<file path="src/rtl/cb_pkg.sv">
package cb_pkg;
  localparam int BYTE_W   = 8;
  localparam int PIN_W    = 2;
  localparam int PREFIX_W = 5;
  localparam int CNT_W    = $clog2(BYTE_W) + 1;

  typedef enum logic [2:0] {
    ST_IDLE,
    ST_RX,
    ST_ACK,
    ST_TX,
    ST_MACK,
    ST_HOLD
  } cb_state_e;

  typedef enum logic [1:0] {
    BK_ADDR,
    BK_PTR,
    BK_DATA
  } cb_kind_e;
endpackage

</file>
<file path="src/rtl/cb_line_filter.sv">
module cb_line_filter #(
  parameter int SYNC_STAGES = 2
) (
  input  logic clk,
  input  logic rst_n,
  input  logic scl_i,
  input  logic sda_i,
  output logic sda_q,
  output logic scl_rise,
  output logic scl_fall,
  output logic start_det,
  output logic stop_det
);
  logic [SYNC_STAGES-1:0] scl_sync_q, sda_sync_q;
  logic                   scl_prev_q, sda_prev_q;
  logic                   scl_now;

  always_ff @(posedge clk or negedge rst_n) begin
    if (!rst_n) begin
      scl_sync_q <= '1;
      sda_sync_q <= '1;
      scl_prev_q <= 1'b1;
      sda_prev_q <= 1'b1;
    end else begin
      scl_sync_q <= {scl_sync_q[SYNC_STAGES-2:0], scl_i};
      sda_sync_q <= {sda_sync_q[SYNC_STAGES-2:0], sda_i};
      scl_prev_q <= scl_sync_q[SYNC_STAGES-1];
      sda_prev_q <= sda_sync_q[SYNC_STAGES-1];
    end
  end

  assign scl_now   = scl_sync_q[SYNC_STAGES-1];
  assign sda_q     = sda_sync_q[SYNC_STAGES-1];
  assign scl_rise  = ~scl_prev_q & scl_now;
  assign scl_fall  = scl_prev_q & ~scl_now;
  // a data edge while the clock stays high frames a transfer
  assign start_det = scl_prev_q & scl_now & sda_prev_q & ~sda_q;
  assign stop_det  = scl_prev_q & scl_now & ~sda_prev_q & sda_q;
endmodule

</file>
<file path="src/rtl/cb_regbank.sv">
module cb_regbank
  import cb_pkg::*;
#(
  parameter int              NREGS     = 8,
  parameter int              PTR_W     = 3,
  parameter logic [BYTE_W-1:0] RESET_VAL = '0
) (
  input  logic                    clk,
  input  logic                    rst_n,
  input  logic                    wr_en,
  input  logic [PTR_W-1:0]        wr_idx,
  input  logic [BYTE_W-1:0]       wr_data,
  input  logic [PTR_W-1:0]        rd_idx,
  output logic [BYTE_W-1:0]       rd_data,
  output logic [NREGS*BYTE_W-1:0] regs_o
);
  for (genvar g = 0; g < NREGS; g++) begin : g_reg
    logic              sel;
    logic [BYTE_W-1:0] val_q;

    assign sel = wr_en && (wr_idx == PTR_W'(g));

    always_ff @(posedge clk or negedge rst_n) begin
      if (!rst_n)   val_q <= RESET_VAL;
      else if (sel) val_q <= wr_data;
    end

    assign regs_o[g*BYTE_W +: BYTE_W] = val_q;
  end

  assign rd_data = regs_o[int'(rd_idx)*BYTE_W +: BYTE_W];
endmodule

</file>
<file path="src/rtl/cb_proto.sv">
module cb_proto
  import cb_pkg::*;
#(
  parameter int                  PTR_W      = 3,
  parameter logic [PREFIX_W-1:0] DEV_PREFIX = 5'b00100
) (
  input  logic              clk,
  input  logic              rst_n,
  input  logic              sda_q,
  input  logic              scl_rise,
  input  logic              scl_fall,
  input  logic              start_det,
  input  logic              stop_det,
  input  logic [PIN_W-1:0]  dev_sel,
  input  logic [BYTE_W-1:0] rd_data,
  output logic              sda_low,
  output logic              wr_en,
  output logic [PTR_W-1:0]  wr_idx,
  output logic [BYTE_W-1:0] wr_data,
  output logic [PTR_W-1:0]  ptr
);
  localparam logic [CNT_W-1:0] FULL = CNT_W'(BYTE_W);

  cb_state_e         state_q, state_d;
  cb_kind_e          kind_q, kind_d;
  logic [CNT_W-1:0]  cnt_q, cnt_d;
  logic [BYTE_W-1:0] sh_q, sh_d;
  logic              rw_q, rw_d;
  logic              mack_q, mack_d;
  logic              low_q, low_d;
  logic [PTR_W-1:0]  ptr_q, ptr_d;
  logic              wen_q, wen_d;
  logic [PTR_W-1:0]  widx_q, widx_d;
  logic [BYTE_W-1:0] wdat_q, wdat_d;
  logic              addr_hit;

  assign addr_hit = (sh_q[BYTE_W-1:1] == {DEV_PREFIX, dev_sel});

  always_comb begin
    state_d = state_q;
    kind_d  = kind_q;
    cnt_d   = cnt_q;
    sh_d    = sh_q;
    rw_d    = rw_q;
    mack_d  = mack_q;
    low_d   = low_q;
    ptr_d   = ptr_q;
    wen_d   = 1'b0;
    widx_d  = widx_q;
    wdat_d  = wdat_q;
    if (start_det) begin
      state_d = ST_RX;
      kind_d  = BK_ADDR;
      cnt_d   = '0;
      low_d   = 1'b0;
    end else if (stop_det) begin
      state_d = ST_IDLE;
      low_d   = 1'b0;
    end else begin
      unique case (state_q)
        ST_RX: begin
          if (scl_rise && cnt_q != FULL) begin
            sh_d  = {sh_q[BYTE_W-2:0], sda_q};
            cnt_d = cnt_q + 1'b1;
          end else if (scl_fall && cnt_q == FULL) begin
            unique case (kind_q)
              BK_ADDR: begin
                if (addr_hit) begin
                  rw_d    = sh_q[0];
                  low_d   = 1'b1;
                  state_d = ST_ACK;
                end else begin
                  state_d = ST_HOLD;
                end
              end
              BK_PTR: begin
                ptr_d   = sh_q[PTR_W-1:0];
                low_d   = 1'b1;
                state_d = ST_ACK;
              end
              default: begin
                wen_d   = 1'b1;
                widx_d  = ptr_q;
                wdat_d  = sh_q;
                ptr_d   = ptr_q + PTR_W'(1);
                low_d   = 1'b1;
                state_d = ST_ACK;
              end
            endcase
          end
        end
        ST_ACK: begin
          if (scl_fall) begin
            cnt_d = '0;
            if (kind_q == BK_ADDR && rw_q) begin
              state_d = ST_TX;
              sh_d    = rd_data;
              low_d   = ~rd_data[BYTE_W-1];
            end else begin
              state_d = ST_RX;
              low_d   = 1'b0;
              kind_d  = (kind_q == BK_ADDR) ? BK_PTR : BK_DATA;
            end
          end
        end
        ST_TX: begin
          if (scl_rise && cnt_q != FULL) begin
            cnt_d = cnt_q + 1'b1;
          end else if (scl_fall) begin
            if (cnt_q == FULL) begin
              low_d   = 1'b0;
              ptr_d   = ptr_q + PTR_W'(1);
              mack_d  = 1'b0;
              state_d = ST_MACK;
            end else begin
              sh_d  = {sh_q[BYTE_W-2:0], 1'b0};
              low_d = ~sh_q[BYTE_W-2];
            end
          end
        end
        ST_MACK: begin
          if (scl_rise) begin
            mack_d = ~sda_q;
          end else if (scl_fall) begin
            cnt_d = '0;
            if (mack_q) begin
              state_d = ST_TX;
              sh_d    = rd_data;
              low_d   = ~rd_data[BYTE_W-1];
            end else begin
              state_d = ST_HOLD;
            end
          end
        end
        default: ;
      endcase
    end
  end

  always_ff @(posedge clk or negedge rst_n) begin
    if (!rst_n) begin
      state_q <= ST_IDLE;
      kind_q  <= BK_ADDR;
      cnt_q   <= '0;
      sh_q    <= '0;
      rw_q    <= 1'b0;
      mack_q  <= 1'b0;
      low_q   <= 1'b0;
      ptr_q   <= '0;
      wen_q   <= 1'b0;
      widx_q  <= '0;
      wdat_q  <= '0;
    end else begin
      state_q <= state_d;
      kind_q  <= kind_d;
      cnt_q   <= cnt_d;
      sh_q    <= sh_d;
      rw_q    <= rw_d;
      mack_q  <= mack_d;
      low_q   <= low_d;
      ptr_q   <= ptr_d;
      wen_q   <= wen_d;
      widx_q  <= widx_d;
      wdat_q  <= wdat_d;
    end
  end

  assign sda_low = low_q;
  assign wr_en   = wen_q;
  assign wr_idx  = widx_q;
  assign wr_data = wdat_q;
  assign ptr     = ptr_q;
endmodule

</file>
<file path="src/rtl/ctlbus_slave.sv">
module ctlbus_slave
  import cb_pkg::*;
#(
  parameter int                  NREGS       = 8,
  parameter int                  SYNC_STAGES = 2,
  parameter logic [PREFIX_W-1:0] DEV_PREFIX  = 5'b00100,
  parameter logic [BYTE_W-1:0]   RESET_VAL   = 8'h00,
  localparam int                 PTR_W       = (NREGS > 1) ? $clog2(NREGS) : 1
) (
  input  logic                    clk,
  input  logic                    rst_n,
  input  logic                    scl_i,
  input  logic                    sda_i,
  input  logic [PIN_W-1:0]        dev_sel_i,
  output logic                    sda_oe_o,
  output logic                    wr_stb_o,
  output logic [PTR_W-1:0]        wr_idx_o,
  output logic [BYTE_W-1:0]       wr_data_o,
  output logic [NREGS*BYTE_W-1:0] regs_o
);
  logic              sda_q, scl_rise, scl_fall, start_det, stop_det;
  logic [PTR_W-1:0]  ptr;
  logic [BYTE_W-1:0] rd_data;

  cb_line_filter #(.SYNC_STAGES(SYNC_STAGES)) u_filter (
    .clk      (clk),
    .rst_n    (rst_n),
    .scl_i    (scl_i),
    .sda_i    (sda_i),
    .sda_q    (sda_q),
    .scl_rise (scl_rise),
    .scl_fall (scl_fall),
    .start_det(start_det),
    .stop_det (stop_det)
  );

  cb_proto #(.PTR_W(PTR_W), .DEV_PREFIX(DEV_PREFIX)) u_proto (
    .clk      (clk),
    .rst_n    (rst_n),
    .sda_q    (sda_q),
    .scl_rise (scl_rise),
    .scl_fall (scl_fall),
    .start_det(start_det),
    .stop_det (stop_det),
    .dev_sel  (dev_sel_i),
    .rd_data  (rd_data),
    .sda_low  (sda_oe_o),
    .wr_en    (wr_stb_o),
    .wr_idx   (wr_idx_o),
    .wr_data  (wr_data_o),
    .ptr      (ptr)
  );

  cb_regbank #(.NREGS(NREGS), .PTR_W(PTR_W), .RESET_VAL(RESET_VAL)) u_bank (
    .clk    (clk),
    .rst_n  (rst_n),
    .wr_en  (wr_stb_o),
    .wr_idx (wr_idx_o),
    .wr_data(wr_data_o),
    .rd_idx (ptr),
    .rd_data(rd_data),
    .regs_o (regs_o)
  );
endmodule

</file>
<file path="config.mk">
export PLATFORM = sky130hd
export DESIGN_NAME = ctlbus_slave
export DESIGN_NICKNAME = d
export VERILOG_FILES = /design/src/rtl/cb_pkg.sv /design/src/rtl/cb_line_filter.sv /design/src/rtl/cb_regbank.sv /design/src/rtl/cb_proto.sv /design/src/rtl/ctlbus_slave.sv
export SDC_FILE = /design/constraint.sdc
export NUM_CORES = 1
export LEC_CHECK = 0
export BUFFER_PORTS_ARGS = -buffer_cell sky130_fd_sc_hd__clkbuf_2
export CORE_UTILIZATION = 41
export CTS_CLUSTER_SIZE = 24
export DETAILED_ROUTE_END_ITERATION = 10
export GPL_ROUTABILITY_DRIVEN = 1
export HOLD_SLACK_MARGIN = 0.05
export SLEW_MARGIN = 10
export SYNTH_ARGS = -nofsm -noshare
export SYNTH_HDL_FRONTEND = slang
export SYNTH_SLANG_ARGS = --single-unit
</file>
<file path="constraint.sdc">
create_clock -name clk -period 2 [get_ports clk]
set_input_delay 0.1 -clock clk [delete_from_list [all_inputs] [get_ports clk]]
set_output_delay 0.1 -clock clk [all_outputs]
set_load 0.05 [all_outputs]
</file>
Word-level counts from Yosys, hierarchy flattened

Cells that the tools add are included.

Add/subtract/negate cells: 2
Equality and inequality tests: 43
Shifts and indexed selects: 1
Mux-type cells: 70
Bitwise logic cells: 17
Reduce and logical (&&, ||, !) cells: 31

Operators with widths:

| kind                                                             | count |
|---|---|
| 8-bit two-way mux                                                | 9 |
| 64-bit by 7-bit variable part select with 8-bit output           | 1 |
| 3-bit two-way mux                                                | 18 |
| 8-bit one-hot mux with 4 select lines                            | 1 |
| 1-bit two-way mux                                                | 24 |
| 4-bit by 3-bit != test with 1-bit output (second input constant) | 6 |
| 4-bit two-way mux                                                | 5 |
| 2-bit by 1-bit != test with 1-bit output (second input constant) | 9 |
| 9-bit AND reduction                                              | 2 |
| 4-bit != test (second input constant)                            | 4 |
| 3-bit == test (second input constant)                            | 5 |
| 2-bit two-way mux                                                | 7 |
| 2-bit != test (second input constant)                            | 7 |
| 7-bit AND reduction                                              | 2 |
| 3-bit by 2-bit == test with 1-bit output (second input constant) | 4 |
| 3-bit one-hot mux with 2 select lines                            | 2 |
| 3-bit one-hot mux with 4 select lines                            | 1 |
| 4-bit one-hot mux with 3 select lines                            | 1 |
| 12-bit AND reduction                                             | 1 |
| 1-bit logical AND                                                | 11 |
| 1-bit inverter                                                   | 10 |
| 10-bit AND reduction                                             | 1 |
| 4-bit AND reduction                                              | 2 |
| 2-bit nonzero test                                               | 4 |
| other kinds (18)                                                 | 27 |

Flip-flop bits (word level): 105
Input port bits: 6
Output and inout port bits: 77
Logic and storage cells: 187

Longest topological paths before layout

Word-level depth: 8
Depth in mapped cells: 7
Depth with buffers taken out: 7

By module

A second synthesis with hierarchy kept.

Cells, all modules: 368
Area, all modules: 5293.8 um^2

By module, submodules not included:

| module         | instances | cells each | area each (um^2) | seq. area each (um^2) |
|---|---|---|---|---|
| cb_regbank     | 1         | 172        | 2992.9           | 1601.5 |
| cb_proto       | 1         | 186        | 2110.8           | 875.8 |
| cb_line_filter | 1         | 10         | 190.2            | 157.7 |

Least setup slack after synthesis

No wires, ideal clock.

Path type: flip-flop to flip-flop
Start: reg u_proto.wen_q (netlist: u_proto.wr_en)
End: reg u_bank.g_reg[2].val_q[0]
Setup time: 125 ps
Arrival time: 1804 ps
Data required time: 1875 ps
Path slack: 71 ps
Cell stages (with the launch flop): 5
Buffers on the path: 1
Clock period less this slack: 1929 ps
Cell sequence: dfrtp_1 -> clkbuf_1 -> nand2b_1 -> nor3b_2 -> mux2_2

Longest elaborated chain between the ends: 1

RTL lines:

| item                   | line             | text |
|---|---|---|
| from (decl)            | cb_proto.sv:32   | `logic wen_q, wen_d;` |
| from (signal assigned) | cb_proto.sv:162  | `wen_q <= wen_d;` |
| 1-bit logical AND      | cb_regbank.sv:21 | `assign sel = wr_en && (wr_idx == PTR_W'(g));` |
| to (signal assigned)   | cb_regbank.sv:25 | `else if (sel) val_q <= wr_data;` |
| to (decl)              | cb_regbank.sv:19 | `logic [BYTE_W-1:0] val_q;` |

Every way passes these cells.
A chain may end at the register's enable or synchronous reset.

Worst setup path in the final report

Start: reg u_proto.sh_q[3]
End: reg u_proto.state_q[0]

Longest elaborated chain between the ends: 8

RTL lines:

| item                                     | line            | text |
|---|---|---|
| from (decl)                              | cb_proto.sv:27  | `logic [BYTE_W-1:0] sh_q, sh_d;` |
| from (signal assigned)                   | cb_proto.sv:145 | `sh_q <= '0;` |
| from (signal assigned)                   | cb_proto.sv:157 | `sh_q <= sh_d;` |
| 7-bit by 5-bit == test with 1-bit output | cb_proto.sv:37  | `assign addr_hit = (sh_q[BYTE_W-1:1] == {DEV_PREFIX, dev_sel});` |
| 3-bit two-way mux                        | cb_proto.sv:68  | `if (addr_hit) begin` |
| 3-bit two-way mux                        | cb_proto.sv:66  | `unique case (kind_q)` |
| 3-bit two-way mux                        | cb_proto.sv:65  | `end else if (scl_fall && cnt_q == FULL) begin` |
| 3-bit two-way mux                        | cb_proto.sv:62  | `if (scl_rise && cnt_q != FULL) begin` |
| 3-bit one-hot mux with 4 select lines    | cb_proto.sv:60  | `unique case (state_q)` |
| 3-bit two-way mux                        | cb_proto.sv:56  | `end else if (stop_det) begin` |
| 3-bit two-way mux                        | cb_proto.sv:51  | `if (start_det) begin` |
| to (signal assigned)                     | cb_proto.sv:154 | `state_q <= state_d;` |
| to (decl)                                | cb_proto.sv:24  | `cb_state_e state_q, state_d;` |

Every way passes these cells. The select of a mux whose other input is x is not followed.

==> key figures <==
Critical path
  • WP buf/inv: 0
  • Critical path class: reg2reg
  • Req. time, crit path: 2.21 ns
  • Worst path slowest cell: or4b_1
  • RR Endpoint: u_proto.state_q[0]$_DFFE_PN0P_
  • Startpoint types: flip-flop
  • CP arrival: 2.09 ns
  • Worst path depth: 5
  • CP cell instances: or4b_1 -> nor4_4 -> o31ai_1 -> o311ai_0 -> a21oi_1
  • Slowest stage delay, CP: 0.58 ns
  • Crit path capture: u_proto.state_q[0]$_DFFE_PN0P_
  • RR Startpoint: u_proto.sh_q[3]$_DFFE_PN0P_
  • Delay-heaviest family, CP: simple AND/OR/NAND/NOR gates
  • Worst reg2reg path depth: 5
  • CP Launch Point: u_proto.sh_q[3]$_DFFE_PN0P_
  • CP max FO: 4
  • Internal reg-to-reg setup slack: 0.12 ns
  • Crit. End Element: flip-flop

Cells and area
  • Area Growth Syn to Fin: 23.5%
  • Antenna cells: 0
  • Fillcell total: 1,094
  • Layout cells sized above 1: 50.9%
  • Final non-filler cell total: 667
  • Final core occ: 52.0%
  • Final instance area: 0.00627 mm²
  • Final Net Count: 503

Timing
  • Final setup viols: 0
  • Post-route setup slack: 0.119 ns
  • Final hold viol count: 0
  • Rel. slew slack: 68.0%
  • Clk_skew: 0.00762 ns
  • F_max: 532 MHz
  • Actual slew at the worst max-slew pin: 0.480 ns
  • Final period util: 94.0%
  • Min Hold Slack: 0.251 ns
  • Final Max Tran Viols: 0
  • Setup total negative slack: 0 ns
  • Post-layout min period: 1.88 ns

CTS
  • Max clock buf depth: 2
  • TritonCTS clock tree: done
  • Num CTS Buffers: 9
  • Clock root buffer: clkbuf_16
  • Worst-Skew Late Latency: 0.35 ns
  • H-tree lvl count: 3
  • Worst-path clk slew: 0.07 ns
  • CTS resizes: 0
  • CTS sink cnt: 105

Floorplanning
  • Io pins: 83
  • Chip height: 113 µm
  • Die Width: 113 µm
  • Core region area: 0.0121 mm²
  • Starting Density: 42.1%
  • Die area: 0.0128 mm²
  • Row cnt: 40

Global route
  • Vias in the first global route: 3,566
  • GRT Resource Usage Total: 20.3%
  • Total gr overflow: 0
  • Pin count of the biggest net entering global routing: 48
  • First-pass GRT wire length: 19.6 mm
  • Initial antenna violation count: 0

Detailed routing
  • Routed WL: 12.2 mm
  • ANT nets after route: 0
  • Drt first-iter violations: 134
  • First drt pass iteration count: 4
  • Avg WL per Cell: 18.3 µm
  • Vias per std cell: 5.28
  • Post-route DRC: 0
  • Vias: 3,519

Pwr
  • Max rail drop VDD: 0.000477 V
  • Static leakage: 3.04 nW
  • Overall Power: 5.45 mW
  • P per Cell Area: 869 mW/mm²

Placement
  • Area after DPL: 0.00585 mm²
  • Post-Place Worst Slack: 0.0795 ns
  • Number of instances in the placed design: 643
  • IO buf count: 82
  • Final HPWL DP: 8.79 mm
  • Routability cong.: 0.844

Synthesis
  • Post-synth EDFFs: 0
  • Post-synth net total: 386
  • Cell area after synthesis: 0.00508 mm²
  • Synth unique cells: 56
  • Yosys warnings: 0
  • Yosys reg bits: 105
  • Avg Cell Area, Syn: 13.5 µm²
  • Synthesized netlist cell count: 377
  • Top FF cell, synth: dfrtp_1
  • Sequential element share of the synthesized area: 51.9%
  • Share of async-settable or async-resettable flops after synthesis: 100%

Outcome
  • Status: completed

Min path
  • Hold Crit Class: in2async

Run
  • Maxcap violations: 0
[layout make-up]
cell class	count	area, µm²	area share [%]
clock buffers	11	233	3.71
clock inverters	5	104	1.66
inverters	8	30.0	0.479
multi-input cells	249	2310	36.8
flip-flops and latches	105	2640	42.0
well taps	168	210	3.35
repair buffers	121	751	12.0
[placed cells by master (no fill, tap or decap), types with 3 or more instances in the layout]
cell	n
a31oi_1	3
nand3b_1	5
nand4b_1	3
inv_1	8
nand4_1	3
o21ai_0	12
xor2_1	3
nor3_1	4
mux2i_1	12
nand2b_1	4
buf_4	34
nand2_1	15
nor2_1	17
o31ai_1	3
mux4_2	14
clkbuf_2	81
mux2_2	80
and2b_2	4
dlygate4sd3_1	3
nand3_1	8
a21oi_1	18
dfrtp_1	99
buf_12	3
nor3_2	3
ha_1	3
dfstp_2	6
clkbuf_16	9
bufinv_16	3
[per-layer routing]
metal / GRT usage, % / part of all wire [%] / up-vias
met5: 0 / 0 / -
met4: 6.23 / 1.2 / 0
met3: 3.64 / 2.4 / 14
met2: 33.0 / 50 / 60
met1: 27.8 / 47 / 1811
li1: - / - / 1634
[kinds of logic after synthesis]
kind of cell	after synthesis	share of synthesized area, %
buf+inv	23	2.66
flops	105	51.9
simple gates	82	10.2
fa+ha+maj	3	0.739
xor+xnor	3	0.517
mux	108	26.8
compound gates	53	7.19
[cell usage after synthesis, types with 4 or more instances]
cell type	number	area, µm²
mux4_2	14	315
nand3b_1	5	37.5
nand2_1	15	56.3
mux2i_1	12	120
and2b_2	4	35.0
nand3_1	8	40.0
nor3_1	4	20.0
mux2_2	80	901
dfrtp_1	99	2480
inv_1	8	30.0
o21ai_0	12	60.1
nand2b_1	4	25.0
dfstp_2	6	158
nor2_1	17	63.8
a21oi_1	18	90.1
clkbuf_1	7	26.3
[registers in the layout (all words and copies together), names as in the netlist, 3 cells and up]
register and count:
u_proto.cnt_q 4, u_proto.wr_data 8, u_proto.wr_idx 3, u_proto.sh_q 8, u_bank.g.val_q 64, u_proto.state_q 3
u_proto.ptr 3
[what timing repair did]
action | 4_1_cts | 5_1_grt
hold buffers | 3 | 0
hold endpoints to repair | 29 | 0
endpoints found under the setup margin | 0 | 17
buffers inserted | 0 | 5
[report_power, final]
| part | internal (mW) | switching, mW |
|---|---|---|
| sequential | 2.28 | 0.223 |
| clock | 1.23 | 0.773 |
| combinational | 0.445 | 0.504 |
| total | 3.95 | 1.50 |
[how the worst min path moves through the flow]
stage	to	slack, ns
2_1_floorplan	u_bank.g_reg[0].val_q[0]$_DFFE_PN0P_	-0.20
3_3_place_gp	u_proto.cnt_q[3]$_DFFE_PN0P_	0.09
5_1_grt	u_proto.cnt_q[3]$_DFFE_PN0P_	0.30
4_1_cts	u_proto.cnt_q[3]$_DFFE_PN0P_	0.26
6_report	u_proto.cnt_q[3]$_DFFE_PN0P_	0.25
3_5_place_dp	u_proto.cnt_q[1]$_DFFE_PN0P_	0.09
Note: power is estimated with default switching activity, not from simulation.
